File: config.mk
export PLATFORM = sky130hd
export DESIGN_NAME = e3_payload_master
export DESIGN_NICKNAME = d
export VERILOG_FILES = /design/src/rtl/e3m_pkg.sv /design/src/rtl/e3m_byte_fifo.sv /design/src/rtl/e3m_serializer.sv /design/src/rtl/e3m_frame_ctr.sv /design/src/rtl/e3_payload_master.sv
export SDC_FILE = /design/constraint.sdc
export NUM_CORES = 1
export LEC_CHECK = 0
export BUFFER_PORTS_ARGS = -buffer_cell sky130_fd_sc_hd__buf_2
export CORE_MARGIN = 4
export CORE_UTILIZATION = 25
export CTS_BUF_LIST = sky130_fd_sc_hd__clkbuf_4 sky130_fd_sc_hd__clkbuf_8
export CTS_CLUSTER_SIZE = 12
export DETAILED_ROUTE_END_ITERATION = 6
export GPL_TIMING_DRIVEN = 0
export PLACE_DENSITY = 0.36
export SLEW_MARGIN = 20
export SYNTH_ARGS = -nofsm -noshare
export SYNTH_HDL_FRONTEND = slang
export SYNTH_SLANG_ARGS = --single-unit
File: constraint.sdc
create_clock -name clk -period 5.6 [get_ports clk]
set_input_delay 1.68 -clock clk [delete_from_list [all_inputs] [get_ports clk]]
set_output_delay 1.68 -clock clk [all_outputs]
set_load 0.05 [all_outputs]
File: src/rtl/e3m_pkg.sv
package e3m_pkg;
  typedef logic [7:0] e3m_byte_t;

  function automatic e3m_byte_t e3m_shift_left(input e3m_byte_t b);
    return {b[6:0], 1'b0};
  endfunction
endpackage

File: src/rtl/e3m_byte_fifo.sv
module e3m_byte_fifo #(
  parameter int DEPTH = 16,
  parameter int W     = 8
) (
  input  logic         clk,
  input  logic         rst,
  input  logic         wr_valid,
  input  logic [W-1:0] wr_data,
  output logic         wr_ready,
  input  logic         rd_en,
  output logic [W-1:0] rd_data,
  output logic         empty
);
  localparam int AW = (DEPTH > 1) ? $clog2(DEPTH) : 1;
  localparam int CW = $clog2(DEPTH + 1);

  logic [W-1:0]  mem [DEPTH];
  logic [AW-1:0] wr_ptr, rd_ptr;
  logic [CW-1:0] count;
  logic          push, pop;

  assign wr_ready = (count != CW'(DEPTH));
  assign empty    = (count == '0);
  assign push     = wr_valid && wr_ready;
  assign pop      = rd_en && !empty;
  assign rd_data  = mem[rd_ptr];

  always_ff @(posedge clk) begin
    if (push) mem[wr_ptr] <= wr_data;
  end

  always_ff @(posedge clk) begin
    if (rst) begin
      wr_ptr <= '0;
      rd_ptr <= '0;
      count  <= '0;
    end else begin
      if (push) wr_ptr <= (wr_ptr == AW'(DEPTH - 1)) ? '0 : wr_ptr + 1'b1;
      if (pop)  rd_ptr <= (rd_ptr == AW'(DEPTH - 1)) ? '0 : rd_ptr + 1'b1;
      case ({push, pop})
        2'b10:   count <= count + 1'b1;
        2'b01:   count <= count - 1'b1;
        default: count <= count;
      endcase
    end
  end
endmodule

File: src/rtl/e3m_serializer.sv
module e3m_serializer
  import e3m_pkg::*;
#(
  parameter e3m_byte_t FILL_BYTE = 8'h55
) (
  input  logic      clk,
  input  logic      rst,
  input  logic      advance,
  input  logic      src_empty,
  input  e3m_byte_t src_data,
  output logic      src_pop,
  output logic      ser_out
);
  e3m_byte_t  shreg;
  logic [2:0] left;
  logic       need;
  e3m_byte_t  load;

  assign need    = (left == 3'd0);
  assign src_pop = advance && need && !src_empty;
  assign load    = src_empty ? FILL_BYTE : src_data;

  always_ff @(posedge clk) begin
    if (rst) begin
      shreg   <= '0;
      left    <= '0;
      ser_out <= 1'b0;
    end else if (advance) begin
      if (need) begin
        ser_out <= load[7];
        shreg   <= e3m_shift_left(load);
        left    <= 3'd7;
      end else begin
        ser_out <= shreg[7];
        shreg   <= e3m_shift_left(shreg);
        left    <= left - 1'b1;
      end
    end
  end
endmodule

File: src/rtl/e3m_frame_ctr.sv
module e3m_frame_ctr #(
  parameter int PAYLOAD_BITS = 1524
) (
  input  logic clk,
  input  logic rst,
  input  logic advance,
  output logic frame_ref
);
  localparam int PW = (PAYLOAD_BITS > 1) ? $clog2(PAYLOAD_BITS) : 1;
  localparam logic [PW-1:0] LAST = PW'(PAYLOAD_BITS - 1);

  logic [PW-1:0] pos;

  always_ff @(posedge clk) begin
    if (rst) begin
      pos       <= '0;
      frame_ref <= 1'b0;
    end else if (advance) begin
      frame_ref <= (pos == '0);
      pos       <= (pos == LAST) ? '0 : pos + 1'b1;
    end else begin
      frame_ref <= 1'b0;
    end
  end
endmodule

File: src/rtl/e3_payload_master.sv
module e3_payload_master
  import e3m_pkg::*;
#(
  parameter int        PAYLOAD_BITS = 1524,
  parameter int        FIFO_DEPTH   = 16,
  parameter e3m_byte_t FILL_BYTE    = 8'h55
) (
  input  logic       clk,
  input  logic       rst,
  input  logic [7:0] byte_data,
  input  logic       byte_valid,
  output logic       byte_ready,
  input  logic       ovh_ind,
  output logic       ser_data,
  output logic       frame_ref
);
  logic      advance;
  logic      fifo_empty;
  logic      fifo_pop;
  e3m_byte_t fifo_data;

  assign advance = !ovh_ind;

  e3m_byte_fifo #(.DEPTH(FIFO_DEPTH), .W(8)) u_fifo (
    .clk(clk), .rst(rst),
    .wr_valid(byte_valid), .wr_data(byte_data), .wr_ready(byte_ready),
    .rd_en(fifo_pop), .rd_data(fifo_data), .empty(fifo_empty)
  );

  e3m_serializer #(.FILL_BYTE(FILL_BYTE)) u_ser (
    .clk(clk), .rst(rst), .advance(advance),
    .src_empty(fifo_empty), .src_data(fifo_data),
    .src_pop(fifo_pop), .ser_out(ser_data)
  );

  e3m_frame_ctr #(.PAYLOAD_BITS(PAYLOAD_BITS)) u_frm (
    .clk(clk), .rst(rst), .advance(advance), .frame_ref(frame_ref)
  );
endmodule

==> results of run 1 <==
==> routing by layer <==
metal  routed length (µm)  track usage  vias to the layer above
met5                    0            0                        -
met4                  116       0.0218                        0
met3                  374       0.0272                        6
met2                 7340        0.165                       32
met1                 7710        0.146                     1860
li1                     -            -                     1770
==> synthesized netlist by cell type (9+ instances only) <==
library cell | number | share of area
edfxtp_1 | 128 | 0.56
dfxtp_1 | 40 | 0.12
nor2_1 | 39 | 0.021
mux4_2 | 31 | 0.10
clkbuf_1 | 15 | 0.0081
nand2_1 | 14 | 0.0076
a21oi_1 | 13 | 0.0094
ha_1 | 13 | 0.024
inv_1 | 12 | 0.0065
o21ai_0 | 12 | 0.0087
xor2_1 | 9 | 0.011
==> placed cells by master (no fill, tap or decap), types with 3 or more instances in the layout <==
master	count
inv_8	5
nor2b_1	7
nor2_1	39
xnor2_1	6
ha_1	13
buf_2	15
mux4_2	31
o21ai_1	4
nor3_2	4
buf_4	3
mux4_1	4
dfxtp_1	40
inv_1	12
a31oi_1	3
xor2_1	9
a211oi_1	3
clkbuf_1	15
a21o_1	5
a311oi_1	3
clkbuf_8	17
a22oi_1	5
edfxtp_1	128
o21ai_0	12
nand2b_1	4
clkinv_4	3
nand3_1	6
inv_6	3
mux2i_1	7
nor4_1	3
nand2_1	14
a21oi_1	13
a22o_1	4
==> logic make-up after synthesis <==
kind of cell	count (synthesis)	share of synthesized area
and+or+nand+nor	97	0.0709
buffers and inverters	34	0.0233
DFF	168	0.672
AOI/OAI and AO/OA	66	0.0651
xor gates and xnor gates	15	0.0190
adders and majority gates	13	0.0235
muxes	42	0.126
==> worst max-delay path, stage by stage <==
cell       delay, ns
clkbuf_1        0.22
nor3b_1         0.36
a21boi_2        0.58
ha_1            0.29
clkbuf_1        0.31
xor2_1          0.12
ha_1            0.23
o21ai_0         0.16
o22ai_1         0.12
a2111o_1        0.43
o2111ai_1       0.09
==> state kept, by name (all words and copies together) (netlist names), named ones only <==
| signal | cells |
|---|---|
| u_fifo.wr_ptr | 4 |
| u_ser.ser_out | 1 |
| u_ser.left | 3 |
| u_fifo.mem | 128 |
| u_fifo.rd_ptr | 4 |
| u_ser.shreg | 7 |
| u_frm.pos | 11 |
| u_fifo.count | 5 |
| u_frm.frame_ref | 1 |
==> worst paths after layout <==
check	to	startpoint	cells after the start
min	u_ser.shreg[3]	u_ser.shreg[3]	2
max reg2reg	u_fifo.count[4]	u_ser.left[0]	12
min reg2reg	u_ser.shreg[3]	u_ser.shreg[3]	2
max	u_fifo.count[4]	ovh_ind	11
==> layout make-up <==
type                       count  share of cell area
buffer                        21              0.0142
clock buffer                  17              0.0296
clock inverter                15              0.0222
inverter                      13             0.00617
multi-input combinational    233               0.269
sequential                   168               0.588
tap                          372              0.0589
timing repair buffer          16              0.0119
==> power by group through the flow <==
stage / Combinational [W] / Clock [W] / Sequential (W)
finish: 0.000388 / 0.000893 / 0.00141
global route: 0.000429 / 0.000981 / 0.00141
CTS: 0.000397 / 0.000925 / 0.00141
detailed placement: 0.000395 / 0 / 0.00143
global placement: 0.000389 / 0 / 0.00143
floorplan: 0.000273 / 0 / 0.00143
==> through the flow <==
step                setup slack [ns]  area, µm²  utilization  power, W  hold slack (ns)
CTS                             1.39       7900        0.292   0.00273            0.481
global placement               0.915       7440        0.275   0.00182            0.461
global route                    1.10       7900        0.292   0.00282            0.494
floorplan                       1.56       6910            -   0.00171            0.440
detailed placement             0.898       7490        0.277   0.00183            0.465
finish                          1.37       7900        0.292   0.00269            0.478
==> results by group, run 1 <==
Status
  – Run status: finished clean

Routing
  – DRC: 0
  – 1st-iter DRT viols: 214
  – Pre-antenna DRT Iters: 4
  – Routed wire length: 15.5 mm
  – Routed vias: 3668
  – Drt wl/cell: 18.2 µm
  – Via/cell ratio: 4.29
  – Post-DRT Antenna Nets: 0

Placement
  – GP Congestion: 0.715
  – Post-DP HPWL: 10.7 mm
  – Placed cell count: 823
  – IO Port Bufs: 12

GRT
  – Largest net degree at the start of global routing: 19
  – First-pass GRT wire length: 23.5 mm
  – GRT Util Overall: 0.105
  – Vias in the first global route: 3680
  – Initial antenna violation count: 0
  – Gr ovfl total: 0

Clock tree
  – Worst-path clk slew: 0.10 ns
  – Post-CTS setup buffers: 0
  – Skew-Pair Late Insertion Delay: 0.46 ns
  – Max clock buf depth: 2
  – CTS buffer count: 17
  – CTS Hold Bufs: 0
  – Root buf cell: clkbuf_8
  – Sink Count: 168
  – H-Tree Level Count: 4
  – CTS resizes: 0
  – CTS tree: done

Logic synthesis
  – Seq cells post-synth: 168
  – Syn Area/Cell: 15.9 µm²
  – Yosys Warn Count: 0
  – Synth async-reset ratio: 0
  – Seq/Total Area, Yosys: 0.672
  – Syn_nets: 460
  – Top_reg_cell synth: edfxtp_1
  – EDFF count, synth: 128
  – Cells after Synth: 435
  – Mapped cell area: 0.00691 mm²
  – Post-synth cell types: 56

Final layout
  – Post-Layout Cell Count: 855
  – Final nets: 495
  – Fillcell total: 2709
  – Number of diodes: 0
  – Register area: 0.00464 mm²
  – Syn-to-layout area delta: 14.3%
  – Multi-input logic area: 0.00213 mm²
  – Layout cells sized above 1: 0.190

Setup path
  – FF-to-FF setup slack: 2.26 ns
  – Crit Path Class: in -> reg
  – Critical Path Start Type: primary input
  – CP endpoint kind: flop
  – Crit Path Max Fanout: 11
  – CP required: 5.97 ns
  – Worst Path Arrival: 4.60 ns

Power and ir drop
  – Clk pwr share: 0.332
  – PwrDens: 340 mW/mm²
  – Combinational power share: 0.144
  – Seq pwr share: 0.523
  – Internal: 0.00192 W
  – Switching power: 0.000763 W
  – Pleak: 2.54 nW
  – Switching power share of the total: 0.284
  – Maximum vdd drop: 0.132 mV

Die
  – Die Y: 174 µm
  – Row count: 60
  – Top-Level Pins: 15
  – Core area: 0.0271 mm²
  – Total die area: 0.0304 mm²
  – Initial Utilization: 0.255
  – Die Width: 174 µm

Hold path
  – Worst Hold Class: reg -> reg

STA
  – Fin crit share: 0.756
  – Slew @ Worst Pin: 0.958 ns
  – Slew Limit Fails: 0
  – Peak Freq: 0.236 GHz
  – Clock skew: 0.0176 ns
  – Final setup viols: 0
  – Fin crit period: 4.23 ns
  – Slew HR: 0.359
  – Unrepaired setup endpoints after global routing: no
  – Final hold vios: 0
  – Setup TNS: 0 ns

Run
  – MaxCap Viol Count: 0
No activity file was read; power rests on OpenSTA's default activity.
==> run 2: changes to the inputs <==
==> constraint.sdc (replaced) <==
create_clock -name clk -period 3.9 [get_ports clk]
set_input_delay 1.17 -clock clk [delete_from_list [all_inputs] [get_ports clk]]
set_output_delay 1.17 -clock clk [all_outputs]
set_load 0.05 [all_outputs]
==> run 2 against run 1 <==
Compared with the run above: clock power up 43%; sequential share of layout area down 0.056 points; sequential power up 43%; combinational power up 45%; worst setup slack worse by 1.0 ns; non-clock buffer count unchanged; routed wire length about the same; clock skew down 0.0013 ns; die area unchanged; global-route usage unchanged; sequential cell count unchanged; largest cell class unchanged.
==> results by group, run 2 (synthesized netlist as in run 1, its figures left out) <==
Clock tree
  – Worst-path clk slew: 0.10 ns (about the same)
  – CTS Hold Bufs: 0 (unchanged)
  – Sink Count: 168 (unchanged)
  – CTS tree: done
  – Skew-Pair Late Insertion Delay: 0.46 ns (about the same)
  – Max clock buf depth: 2 (unchanged)
  – H-Tree Level Count: 4 (unchanged)
  – CTS buffer count: 17 (unchanged)
  – Root buf cell: clkbuf_8

Power and ir drop
  – Clk pwr share: 0.332 (about the same)
  – Switching power share of the total: 0.285 (+0.00111)
  – Maximum vdd drop: 0.191 mV (+45%)
  – Internal: 0.00276 W (+44%)
  – Pleak: 2.54 nW (about the same)
  – Seq pwr share: 0.522 (about the same)
  – Combinational power share: 0.146 (+0.002)
  – Switching power: 0.00110 W (+44%)
  – PwrDens: 489 mW/mm² (+44%)

GRT
  – First-pass GRT wire length: 23.5 mm (unchanged)
  – Gr ovfl total: 0 (unchanged)
  – Largest net degree at the start of global routing: 19 (unchanged)
  – GRT Util Overall: 0.105 (unchanged)
  – Initial antenna violation count: 0 (unchanged)
  – Vias in the first global route: 3680 (unchanged)

Final layout
  – Commonest non-fill, non-tap cell in the layout: edfxtp_1
  – Commonest non-fill, non-tap cells in the layout: edfxtp_1, dfxtp_1, nor2_1, mux4_2, clkbuf_8
  – Fin util: 0.292 (about the same)
  – Number of diodes: 0 (unchanged)
  – Register area: 0.00464 mm² (unchanged)
  – Top Registers: u_fifo.mem x128, u_frm.pos x11, u_ser.shreg x7
  – Layout cells sized above 1: 0.190 (unchanged)
  – Syn-to-layout area delta: 14.4% (about the same)
  – Top reg by flops: u_fifo.mem
  – Final nets: 495 (unchanged)
  – Fillcell total: 2707 (-0.074%)
  – Multi-input logic area: 0.00214 mm² (+0.35%)
  – Largest register FFs: 128 (unchanged)

STA
  – Slew @ Worst Pin: 0.958 ns (+0.0000295 ns)
  – Fin crit period: 3.55 ns
  – Hold slack: 0.478 ns (+0.0000110 ns)
  – Clock skew: 0.0163 ns (-0.00132 ns)
  – Fin crit share: 0.911
  – Slew HR: 0.359 (about the same)
  – Unrepaired setup endpoints after global routing: no
  – Slew Limit Fails: 0 (unchanged)
  – Final hold vios: 0 (unchanged)
  – Final setup viols: 0 (unchanged)
  – Peak Freq: 0.281 GHz

Setup path
  – R2R cell count: 12 (unchanged)
  – Crit Path Class: in -> reg
  – R2r endpoint: u_fifo.count[4]
  – Crit Path Max Fanout: 11 (unchanged)
  – CP required: 4.28 ns (-1.69 ns)
  – CP endpoint kind: flop
  – RR Startpoint: u_fifo.count[1]
  – FF-to-FF setup slack: 0.50 ns (-1.76 ns)
  – Critical Path Start Type: primary input
  – CP startpoint: ovh_ind
  – Worst Path Arrival: 3.93 ns (-0.67 ns)

Routing
  – Post-DRT Antenna Nets: 0 (unchanged)
  – Via/cell ratio: 4.29 (about the same)
  – Drt wl/cell: 18.2 µm (about the same)
  – Routed vias: 3670 (+0.055%)
  – Pre-antenna DRT Iters: 4 (unchanged)
  – 1st-iter DRT viols: 214 (unchanged)
  – DRC: 0 (unchanged)
  – Routed wire length: 15.5 mm (about the same)

Placement
  – IO Port Bufs: 12 (unchanged)
  – GP Congestion: 0.715 (unchanged)
  – Post-DP HPWL: 10.7 mm (unchanged)

Hold path
  – Hold Path Depth: 2 (unchanged)
  – Hold path endpoint: u_ser.shreg[3]
  – Hold path start: u_ser.shreg[3]
  – Worst Hold Class: reg -> reg

Die
  – Core area: 0.0271 mm² (unchanged)
  – Die Width: 174 µm (unchanged)
  – Initial Utilization: 0.255 (unchanged)
  – Total die area: 0.0304 mm² (unchanged)
  – Row count: 60 (unchanged)
  – Top-Level Pins: 15 (unchanged)
  – Die Y: 174 µm (unchanged)

Run
  – MaxCap Viol Count: 0 (unchanged)

Status
  – Run status: finished clean
## run 2: through the flow
step / TNS (ns) / power, W / instances / instance area (µm²) / worst slack [ns]
floorplan: 0 / 0.00245 / 435 / 6910 / 0.371
finish: 0 / 0.00387 / 855 / 7910 / 0.345
CTS: 0 / 0.00392 / 855 / 7900 / 0.198
global route: 0 / 0.00406 / 855 / 7910 / 0.0860
detailed placement: -0.499 / 0.00263 / 823 / 7490 / -0.292
global placement: -0.469 / 0.00262 / 819 / 7440 / -0.275
## run 2: layer usage
metal  wire length, µm  global-route usage  up-vias
li1                  -                   -     1766
met1              7590               0.146     1849
met2              7300               0.165       49
met3               512              0.0272        6
met4               116              0.0218        0
met5                 0                   0        -
## run 2: worst max path at each step
stage / to / slack (ns) / depth (start not counted)
finish: u_fifo.count[4] / 0.35 / 11
global route: u_fifo.count[4] / 0.09 / 11
CTS: u_fifo.count[4] / 0.20 / 11
detailed placement: u_fifo.count[4] / -0.29 / 11
global placement: u_fifo.count[4] / -0.28 / 11
floorplan: u_fifo.count[4] / 0.37 / 11
## run 2: timing repair
action	in CTS	in global routing
resized for setup	0	1
endpoints found under the hold margin	0	0
buffers inserted	0	0
endpoints found under the setup margin	0	1
## run 2: layout make-up
class	count	area share
clock inverter	15	0.0221
timing repair buffer	16	0.0119
inverter	13	0.00617
multi-input combinational	233	0.270
buffer	21	0.0142
clock buffer	17	0.0296
sequential	168	0.587
tap	372	0.0588
## run 2: critical path: stages
cell       delay, ns
clkbuf_1        0.22
nor3b_1         0.37
a21boi_4        0.45
ha_1            0.26
clkbuf_1        0.31
xor2_1          0.12
ha_1            0.23
o21ai_0         0.16
o22ai_1         0.12
a2111o_1        0.43
o2111ai_1       0.09
## run 2: power by group through the flow
| stage | logic [W] | registers (W) | clock network [W] |
|---|---|---|---|
| finish | 0.000564 | 0.00202 | 0.00128 |
| global route | 0.000623 | 0.00203 | 0.00141 |
| CTS | 0.000570 | 0.00202 | 0.00133 |
| detailed placement | 0.000567 | 0.00206 | 0 |
| global placement | 0.000559 | 0.00206 | 0 |
| floorplan | 0.000392 | 0.00206 | 0 |
